==> src/rtl/mac_pkg.sv <==
package mac_pkg;

  typedef enum logic [1:0] {
    OP_MUL_S  = 2'b00,
    OP_MUL_U  = 2'b01,
    OP_MAC_W  = 2'b10,
    OP_MAC_H  = 2'b11
  } mac_op_e;

  typedef enum logic {
    ST_IDLE = 1'b0,
    ST_RUN  = 1'b1
  } mac_state_e;

endpackage

==> src/rtl/mac_ctrl.sv <==
module mac_ctrl
  import mac_pkg::*;
#(
  parameter int STAGES = 2
) (
  input  logic clk,
  input  logic rst_n,
  input  logic start,
  output logic accept,
  output logic run,
  output logic commit,
  output logic done
);

  localparam int CNTW = $clog2(STAGES + 1);

  mac_state_e state_q, state_d;
  logic [CNTW-1:0] cnt_q, cnt_d;
  logic done_q, done_d;

  assign run    = (state_q == ST_RUN);
  assign accept = start && (state_q == ST_IDLE);
  assign commit = run && (cnt_q == CNTW'(STAGES));
  assign done   = done_q;

  always_comb begin
    state_d = state_q;
    cnt_d   = cnt_q;
    done_d  = 1'b0;
    case (state_q)
      ST_IDLE: begin
        if (start) begin
          state_d = ST_RUN;
          cnt_d   = '0;
        end
      end
      ST_RUN: begin
        if (cnt_q == CNTW'(STAGES)) begin
          state_d = ST_IDLE;
          done_d  = 1'b1;
        end else begin
          cnt_d = cnt_q + 1'b1;
        end
      end
      default: state_d = ST_IDLE;
    endcase
  end

  always_ff @(posedge clk or negedge rst_n) begin
    if (!rst_n) begin
      state_q <= ST_IDLE;
      cnt_q   <= '0;
      done_q  <= 1'b0;
    end else begin
      state_q <= state_d;
      cnt_q   <= cnt_d;
      done_q  <= done_d;
    end
  end


  done_single_chk: assert property (@(posedge clk) disable iff (!rst_n)
    done |=> !done);


  done_follows_run_chk: assert property (@(posedge clk) disable iff (!rst_n)
    $rose(done) |-> $past(run));


  run_needs_start_chk: assert property (@(posedge clk) disable iff (!rst_n)
    $rose(run) |-> $past(start));


  start_ignored_chk: assert property (@(posedge clk) disable iff (!rst_n)
    (run && !commit && start) |=> (run && cnt_q == $past(cnt_q) + 1'b1));

endmodule

==> src/rtl/mac_mult_pipe.sv <==
module mac_mult_pipe
  import mac_pkg::*;
#(
  parameter int W      = 32,
  parameter int STAGES = 2
) (
  input  logic            clk,
  input  logic            rst_n,
  input  logic            en,
  input  mac_op_e         op,
  input  logic [W-1:0]    a,
  input  logic [W-1:0]    b,
  output logic [2*W-1:0]  prod
);

  localparam int ACCW = 2 * W;
  localparam int H    = W / 2;

  logic [ACCW-1:0] ext_a, ext_b, prod_c;
  logic [ACCW-1:0] stage_q [STAGES];

  // Operand widening: the low 2W bits of a 2W x 2W product are exact.
  always_comb begin
    case (op)
      OP_MUL_U: begin
        ext_a = {{W{1'b0}}, a};
        ext_b = {{W{1'b0}}, b};
      end
      OP_MAC_H: begin
        ext_a = {{(ACCW-H){a[H-1]}}, a[H-1:0]};
        ext_b = {{(ACCW-H){b[H-1]}}, b[H-1:0]};
      end
      default: begin
        ext_a = {{W{a[W-1]}}, a};
        ext_b = {{W{b[W-1]}}, b};
      end
    endcase
    prod_c = ext_a * ext_b;
  end

  genvar g;
  generate
    for (g = 0; g < STAGES; g++) begin : g_stage
      if (g == 0) begin : g_first
        always_ff @(posedge clk or negedge rst_n) begin
          if (!rst_n)  stage_q[0] <= '0;
          else if (en) stage_q[0] <= prod_c;
        end
      end else begin : g_rest
        always_ff @(posedge clk or negedge rst_n) begin
          if (!rst_n)  stage_q[g] <= '0;
          else if (en) stage_q[g] <= stage_q[g-1];
        end
      end
    end
  endgenerate

  assign prod = stage_q[STAGES-1];

endmodule

==> src/rtl/mac_acc_update.sv <==
module mac_acc_update
  import mac_pkg::*;
#(
  parameter int W = 32
) (
  input  mac_op_e          op,
  input  logic             sat,
  input  logic [2*W-1:0]   acc,
  input  logic [2*W-1:0]   prod,
  output logic [2*W-1:0]   acc_new
);

  localparam int ACCW = 2 * W;
  localparam int H    = W / 2;
  localparam logic [ACCW-1:0] LIM_LO = {{(ACCW-W+1){1'b1}}, {(W-1){1'b0}}};
  localparam logic [ACCW-1:0] LIM_HI = {{(ACCW-W+1){1'b0}}, {(W-1){1'b1}}};
  localparam logic [W-1:0]    CLAMP_HI = W'(1);

  logic [ACCW-1:0] sum;
  logic            below, above;

  assign sum   = acc + prod;
  assign below = $signed(sum) < $signed(LIM_LO);
  assign above = $signed(sum) > $signed(LIM_HI);

  always_comb begin
    acc_new = sum;
    case (op)
      OP_MUL_S, OP_MUL_U: acc_new = prod;
      OP_MAC_W: begin
        if (sat) begin
          if (sum[ACCW-1]) acc_new[ACCW-1:ACCW-H]   = '1;
          else             acc_new[ACCW-1:ACCW-H-1] = '0;
        end
      end
      OP_MAC_H: begin
        if (sat && below)      acc_new = {CLAMP_HI, LIM_LO[W-1:0]};
        else if (sat && above) acc_new = {CLAMP_HI, LIM_HI[W-1:0]};
      end
      default: acc_new = sum;
    endcase
  end

endmodule

==> src/rtl/mac_sat_unit.sv <==
module mac_sat_unit
  import mac_pkg::*;
#(
  parameter int W      = 32,
  parameter int STAGES = 2
) (
  input  logic          clk,
  input  logic          rst_n,
  input  logic          start,
  input  logic [1:0]    op,
  input  logic [W-1:0]  opnd_a,
  input  logic [W-1:0]  opnd_b,
  input  logic          sat_mode,
  input  logic          clr,
  output logic          busy,
  output logic          done,
  output logic [W-1:0]  acc_hi,
  output logic [W-1:0]  acc_lo
);

  localparam int ACCW = 2 * W;
  localparam int H    = W / 2;

  logic rst_meta, rst_sync_n;
  logic accept, run, commit;
  mac_op_e cmd_op;
  logic [W-1:0] cmd_a, cmd_b;
  logic cmd_sat;
  logic [ACCW-1:0] prod, acc_q, acc_d, acc_calc;

  // Reset: asserted at once, released after two clock edges.
  always_ff @(posedge clk or negedge rst_n) begin
    if (!rst_n) begin
      rst_meta   <= 1'b0;
      rst_sync_n <= 1'b0;
    end else begin
      rst_meta   <= 1'b1;
      rst_sync_n <= rst_meta;
    end
  end

  mac_ctrl #(.STAGES(STAGES)) u_ctrl (
    .clk    (clk),
    .rst_n  (rst_sync_n),
    .start  (start),
    .accept (accept),
    .run    (run),
    .commit (commit),
    .done   (done)
  );

  always_ff @(posedge clk or negedge rst_sync_n) begin
    if (!rst_sync_n) begin
      cmd_op  <= OP_MUL_S;
      cmd_a   <= '0;
      cmd_b   <= '0;
      cmd_sat <= 1'b0;
    end else if (accept) begin
      cmd_op  <= mac_op_e'(op);
      cmd_a   <= opnd_a;
      cmd_b   <= opnd_b;
      cmd_sat <= sat_mode;
    end
  end

  mac_mult_pipe #(.W(W), .STAGES(STAGES)) u_mult (
    .clk   (clk),
    .rst_n (rst_sync_n),
    .en    (run),
    .op    (cmd_op),
    .a     (cmd_a),
    .b     (cmd_b),
    .prod  (prod)
  );

  mac_acc_update #(.W(W)) u_upd (
    .op      (cmd_op),
    .sat     (cmd_sat),
    .acc     (acc_q),
    .prod    (prod),
    .acc_new (acc_calc)
  );

  always_comb begin
    acc_d = acc_q;
    if (clr)         acc_d = '0;
    else if (commit) acc_d = acc_calc;
  end

  always_ff @(posedge clk or negedge rst_sync_n) begin
    if (!rst_sync_n)        acc_q <= '0;
    else if (clr || commit) acc_q <= acc_d;
  end

  assign busy   = run;
  assign acc_hi = acc_q[ACCW-1:W];
  assign acc_lo = acc_q[W-1:0];


  clear_zero_chk: assert property (@(posedge clk) disable iff (!rst_sync_n)
    clr |=> (acc_hi == '0 && acc_lo == '0));


  wide_clamp_chk: assert property (@(posedge clk) disable iff (!rst_sync_n)
    (done && cmd_sat && cmd_op == OP_MAC_W) |->
      (acc_hi[W-1:W-H] == '1 || acc_hi[W-1:W-H-1] == '0));


  half_clamp_chk: assert property (@(posedge clk) disable iff (!rst_sync_n)
    (done && cmd_sat && cmd_op == OP_MAC_H) |->
      ((acc_hi == '0 && !acc_lo[W-1]) || (acc_hi == '1 && acc_lo[W-1]) ||
       (acc_hi == W'(1) && (acc_lo == {1'b1, {(W-1){1'b0}}} ||
                            acc_lo == {1'b0, {(W-1){1'b1}}}))));


  acc_hold_chk: assert property (@(posedge clk) disable iff (!rst_sync_n)
    (!clr && !commit) |=> $stable(acc_q));

endmodule

==> config.mk <==
export PLATFORM = sky130hd
export DESIGN_NAME = mac_sat_unit
export DESIGN_NICKNAME = d
export VERILOG_FILES = /design/src/rtl/mac_pkg.sv /design/src/rtl/mac_ctrl.sv /design/src/rtl/mac_mult_pipe.sv /design/src/rtl/mac_acc_update.sv /design/src/rtl/mac_sat_unit.sv
export SDC_FILE = /design/constraint.sdc
export NUM_CORES = 2
export LEC_CHECK = 0
export ABC_AREA = 1
export BUFFER_PORTS_ARGS = -buffer_cell sky130_fd_sc_hd__buf_2
export CORE_AREA = 2 2 334 336
export CTS_CLUSTER_DIAMETER = 200
export CTS_CLUSTER_SIZE = 12
export DETAILED_ROUTE_END_ITERATION = 10
export DIE_AREA = 0 0 336 338
export GPL_TIMING_DRIVEN = 0
export PLACE_DENSITY_LB_ADDON = 0.2
export SETUP_SLACK_MARGIN = 0.02
export SYNTH_ARGS = -nofsm -noshare
export SYNTH_HDL_FRONTEND = slang
export SYNTH_SLANG_ARGS = --single-unit
==> constraint.sdc <==
create_clock -name clk -period 11.7 [get_ports clk]
set_clock_uncertainty 0.15 [all_clocks]
set_input_delay 2.34 -clock clk [delete_from_list [all_inputs] [get_ports clk]]
set_output_delay 2.34 -clock clk [all_outputs]
set_load 0.1 [all_outputs]
* Word-level counts from Yosys, hierarchy flattened *
Cells that the tools add are included.
Widths: inputs -> output; s select.

storage, ports and cells
  word-level logic and storage cells = 53
  bits in writable memories = 0
  latch bits = 0
  flip-flop bits (word level) = 265
  output and inout bits = 66
  bits of input ports = 71
  memories = 0
  ROM bits = 0

cells by class
  equality and inequality tests = 6
  bitwise operators = 1
  mux-type cells = 19
  div/mod/pow operators = 0
  shifts and indexed selects = 0
  reduce and logical (&&, ||, !) cells = 10
  add/subtract/negate cells = 2
  magnitude comparators = 2
  multiply operators = 1

operators by type and width
  kind                  number
  $mux 64               4
  $pmux 64 s2           2
  $pmux 47 s2           1
  $add 64x64->64        1
  $gt 64x32->1 const B  1
  $lt 64x32->1 const B  1
  $mul 64x64->64        1
  $pmux 17 s3           1
  $mux 17               1
  $mux 16               1
  $eq 2x2->1 const B    3
  $mux 1                5
  $logic_and 1x1->1     4
  $mux 2                2
  $ne 2x2->1 const B    2
  $pmux 2 s2            1
  $reduce_and 2->1      2
  $add 2x1->2 const B   1
  $eq 2x1->1 const B    1
  $logic_not 2->1       1
  $pmux 1 s2            1
  $reduce_bool 2->1     1
  $reduce_or 2->1       1
  $logic_or 1x1->1      1
  $not 1->1             1

* Longest topological paths before layout *
  word-level depth = 8
  gate-level depth with buffers = 43
  depth with buffers taken out = 41

* Modules after synthesis *
From an unflattened synthesis, not the netlist that was laid out.

unflattened totals
  cells, all modules = 8540
  area total of the unflattened synthesis = 66910.4 µm²

by module, submodules not included
  module          times used  seq. area each (µm²)  cells each  area each (µm²)
  mac_mult_pipe   1           3203.1                6344        53951.7
  mac_acc_update  1           0.0                   1613        7596.0
  mac_sat_unit    1           3328.2                563         5183.7
  mac_ctrl        1           100.1                 20          178.9

* Worst setup path before layout *
Ideal clock, no wire load.

  path kind = register to register
  start = reg cmd_op[1]
  end = reg u_mult.stage_q[122] in the netlist's numbering
  buffers on the path = 3
  stages on the path, launching flop included = 39
  arrival = 8685 ps
  path slack = 2747 ps
  period minus slack after synthesis = 8953 ps
  required time = 11432 ps
  library setup time = 118 ps
  cells stage by stage = dfrtp_1 > buf_2 > nand2_4 > inv_2 > clkbuf_1 > o21ai_1 > clkbuf_1 > nand2_1 > fa_1 > fa_1 > inv_1 > fa_1 > inv_1 > fa_1 > fa_1 > inv_1 > fa_1 > inv_1 > [... 3 more ...] > fa_1 > inv_1 > fa_1 > inv_1 > ha_1 > nand2_1 > nor2_1 > inv_1 > nor2_1 > and3_1 > nand3_1 > nand3_1 > a21o_1 > a21oi_1 > o21bai_1 > or2_2 > nand3_1 > nand2_1

on the way
  word-level cells in the longest chain between the ends = 3
  elaborated cells between the ends (all ways) = 5
  those cells by class = mul: 1; eq/ne: 2; mux: 2

RTL lines
  what                                      RTL line             text
  start, declared                           mac_sat_unit.sv:26   mac_op_e cmd_op;
  start signal, assigned                    mac_sat_unit.sv:59   cmd_op <= mac_op_e'(op);
  $eq 2x2->1 or $eq 2x1->1 (tied branches)  mac_mult_pipe.sv:24  case (op)
  $pmux 64 s2                               mac_mult_pipe.sv:24
  $mul 64x64->64 (*)                        mac_mult_pipe.sv:38  prod_c = ext_a * ext_b;
  end, declared                             mac_mult_pipe.sv:20  logic [ACCW-1:0] stage_q [STAGES];

Mark *: on every way between the ends. The rest lies on a longest branch, timed or not.
A chain may end at the register's enable or synchronous reset.

* Final worst setup path *
  start = reg cmd_op[1]
  end = reg u_mult.stage_q[121] in the netlist's numbering

The elaborated chain is that of the path after synthesis.

==> key figures <==
GRT
  • Combined global-route utilization of all metal layers: 43.3%
  • Highest-utilization routing layer at the global route stage: met2
  • First-pass GRT wire length: 354000 um
  • Remaining global-route overflow: 0
  • Pin count of the biggest net entering global routing: 67
  • Antenna violations before repair: 7
  • Global routing met1 resource utilization: 51.1%
  • Met3 track demand over resource: 12.9%
  • Number of global-route vias before repair: 57700
  • Met2 Track Usage GR: 68.9%

Yosys
  • Average footprint of a synthesized cell: 7.89 sq um
  • Number of flops mapped to enable cells by yosys: 0
  • Post-synthesis adder-cell area fraction: 50.8%
  • Primary FF master, synth: dfrtp_1
  • Area fraction of the dominant cell type after synthesis: 44.0%
  • Share of cell area taken by muxes after synthesis: 0.343%
  • Dominant combinational cell family by area after synthesis: adder cells
  • Number of distinct library cells after synthesis: 47
  • Simple-gate area share of the yosys netlist: 17.8%
  • Xor and xnor area share after synthesis: 1.39%
  • Most numerous cell types in the synthesized netlist: inv_1, nand2_1, fa_1
  • Area contributors post-synth: fa_1, inv_1, nand2_1
  • Most used standard cell by instance count after synthesis: inv_1
  • Synth Net Count: 10200
  • Area leader, netlist: fa_1
  • Mapped Area: 0.0657 sq mm
  • Ys async rst share: 100%
  • Synth warnings: 0
  • Portion of the post-synthesis area used by sequential elements: 10.1%
  • Share of the synthesized area in compound gates (AO/OA/AOI/OAI): 4.11%
  • Cell count after synthesis: 8328
  • Flop and latch count out of synthesis: 265

STA
  • Unrepaired setup endpoints after global routing: no
  • Final worst-path cycle share: 99.8%
  • Minimum clock period after layout: 11.68 ns
  • Max-slew violations: 0
  • Headroom to the max-slew limit: 9.57%
  • Timing-limited maximum frequency: 85.6 MHz
  • Tightest Pin Transition: 1.36 ns
  • Final hold violation count: 0
  • Setup violation total in the final timing report: 0

Detailed routing
  • Routed wire length: 240000 um
  • Routed WL per cell: 24.0 um
  • Number of iterations in the first detailed-routing pass: 6
  • Count of antenna-violating nets left after detailed routing: 0
  • Remaining routing DRC violations: 0
  • Number of DRC markers after the initial detailed-route iteration: 5171
  • Count of vias placed by the detailed router: 55000
  • Detail-routed via count per cell: 5.50

Layout
  • Area overhead of the layout relative to synthesis: 5.40%
  • Sequential standard cell area: 0.00664 sq mm
  • Layout cells sized above 1: 3.70%
  • Fill cell total of the finished layout: 9790
  • Multi-input combinational cell area: 0.0489 sq mm
  • Net total in the final layout: 10400
  • Final design instance area without fill: 0.0692 sq mm

Worst setup path
  • Critical Path Start Type: flip-flop
  • Classification of the worst setup path: flip-flop to flip-flop
  • Crit-path slowest cell: clkbuf_1
  • Most Frequent Cell on Critical Path: fa_1
  • WP data arrival: 12.02 ns
  • CP endpoint kind: flip-flop
  • CP required: 12.04 ns
  • Crit Path Max Fanout: 11
  • Crit-path max cell delay: 0.99 ns

Floorplanning
  • Total Die Area: 0.114 sq mm
  • Total core area: 0.110 sq mm
  • I/O pin total: 137
  • Chip Height: 338 um
  • Width of the chip: 336 um
  • Starting utilization of the core area: 59.7%
  • Number of placement rows: 122

Clock tree
  • Clock net sink count: 265
  • Number of CTS-inserted buffers: 26
  • Clock transition at the register clock pins on the worst setup and hold paths after CTS: 0.07 ns
  • CTS root buf: clkbuf_16
  • Post-CTS Hold Fix Bufs: 0
  • CTS tree: yes
  • Maximum level of the CTS H-tree: 1
  • Maximum buffer depth of the clock tree: 3
  • Latest clock arrival within the worst-skew pair: 0.63 ns

Hold path
  • Path category of the worst min-delay check: flip-flop to asynchronous set/reset pin

Placed design
  • Port buffer count: 136
  • Instance area after placement: 0.0683 sq mm
  • Gpl congestion: 1.07
  • Post-DP HPWL: 208000 um

Job
  • Number of maximum-capacitance violations: 0

Outcome
  • Result of the run: finished, final reports clean
==> sequential cells by signal, summed over array words and instances (netlist names) <==
name and flops:
acc_q 64, cmd_op 2, cmd_b 32, u_ctrl.run 1, u_mult.stage_q 64, u_ctrl.cnt_q 2
cmd_sat 1, rst_sync_n 1, u_mult.prod 64, cmd_a 32, u_ctrl.done 1, rst_meta 1
==> layout make-up <==
cell class | instances | share of cell area [%]
Antenna cell | 6 | 0.0217
Buffer | 268 | 1.59
Clock buffer | 31 | 1.01
Clock inverter | 1 | 0.0127
Inverter | 2424 | 13.2
Multi-Input combinational cell | 5371 | 70.7
Sequential cell | 265 | 9.59
Tap cell | 1488 | 2.69
Timing Repair Buffer | 145 | 1.21
==> per-stage QoR <==
step | setup WS, ns | setup TNS [ns] | cells | util [%] | hold slack [ns]
final | 0.0239 | 0 | 9999 | 62.9 | 0.181
after global routing | 0.0487 | 0 | 9993 | 62.9 | 0.220
after CTS | 0.228 | 0 | 9992 | 62.8 | 0.204
after detailed placement | -0.834 | -6.03 | 9957 | 62.1 | 0.190
after global placement | -0.875 | -50.44 | 9952 | 62.0 | 0.185
after floorplan | 2.75 | 0 | 8328 | - | 0.181
==> per-layer routing <==
layer  routed length [um]  up-vias
met5                   97        -
li1                     -    24100
met2               107000     3290
met4                20100       12
met3                29400      864
met1                83900    26800
==> cells in the final DEF (no fill, tap or decap), drive strengths merged, types with 6 or more instances in the layout <==
cell and count:
a21o 11, a21oi 212, a31oi 29, buf 170
clkbuf 273, clkinv 17, dfrtp 265, diode 6
fa 1442, ha 358, inv 2407, mux2 20
nand2 2095, nand3 161, nand3b 9, nand4 41
nor2 588, nor3 19, nor4 10, o21a 7
o21ai 179, o21bai 16, o221ai 18, or2 26
xnor2 63, xor2 39
==> logic make-up (layout without fill, tap and decap cells) <==
| group | Yosys count | count (layout) |
|---|---|---|
| and+or+nand+nor | 2957 | 2957 |
| buffers and inverters | 2692 | 2869 |
| adders and majority gates | 1800 | 1800 |
| AOI/OAI and AO/OA | 490 | 490 |
| DFF | 265 | 265 |
| xor gates and xnor gates | 103 | 103 |
| muxes | 20 | 20 |
| other | 1 | 7 |
==> worst paths after layout <==
path / start / to / slack [ns] / depth (start not counted)
worst max register to register: cmd_op[1] / u_mult.stage_q[121] / 0.02 / 34
worst max-delay path: cmd_op[1] / u_mult.stage_q[121] / 0.02 / 34
max in group asynchronous: rst_n / rst_sync_n / 9.94 / 1
worst min register to register: rst_sync_n / u_mult.prod[16] / 0.18 / 0
min in group clk: rst_meta / rst_sync_n / 0.21 / 0
worst min-delay path: rst_sync_n / u_mult.prod[16] / 0.18 / 0
==> worst max-delay path, delay by kind of cell (launching register included) <==
family,cells,cell delay [ns]
fa+ha+maj,11,5.34
compound gates,7,2.32
simple gates,6,1.23
flops,1,0.36
buf+inv,10,2.11
==> what timing repair did <==
item,CTS,global route
hold endpoints to repair,0,0
endpoints found under the setup margin,24,7
pin swaps,1,0
resized for setup,26,23
setup buffers,3,0
Power is left out: the tool's default activity adds up to more than one toggle a clock period on the data nets, which glitch-free logic cannot reach.
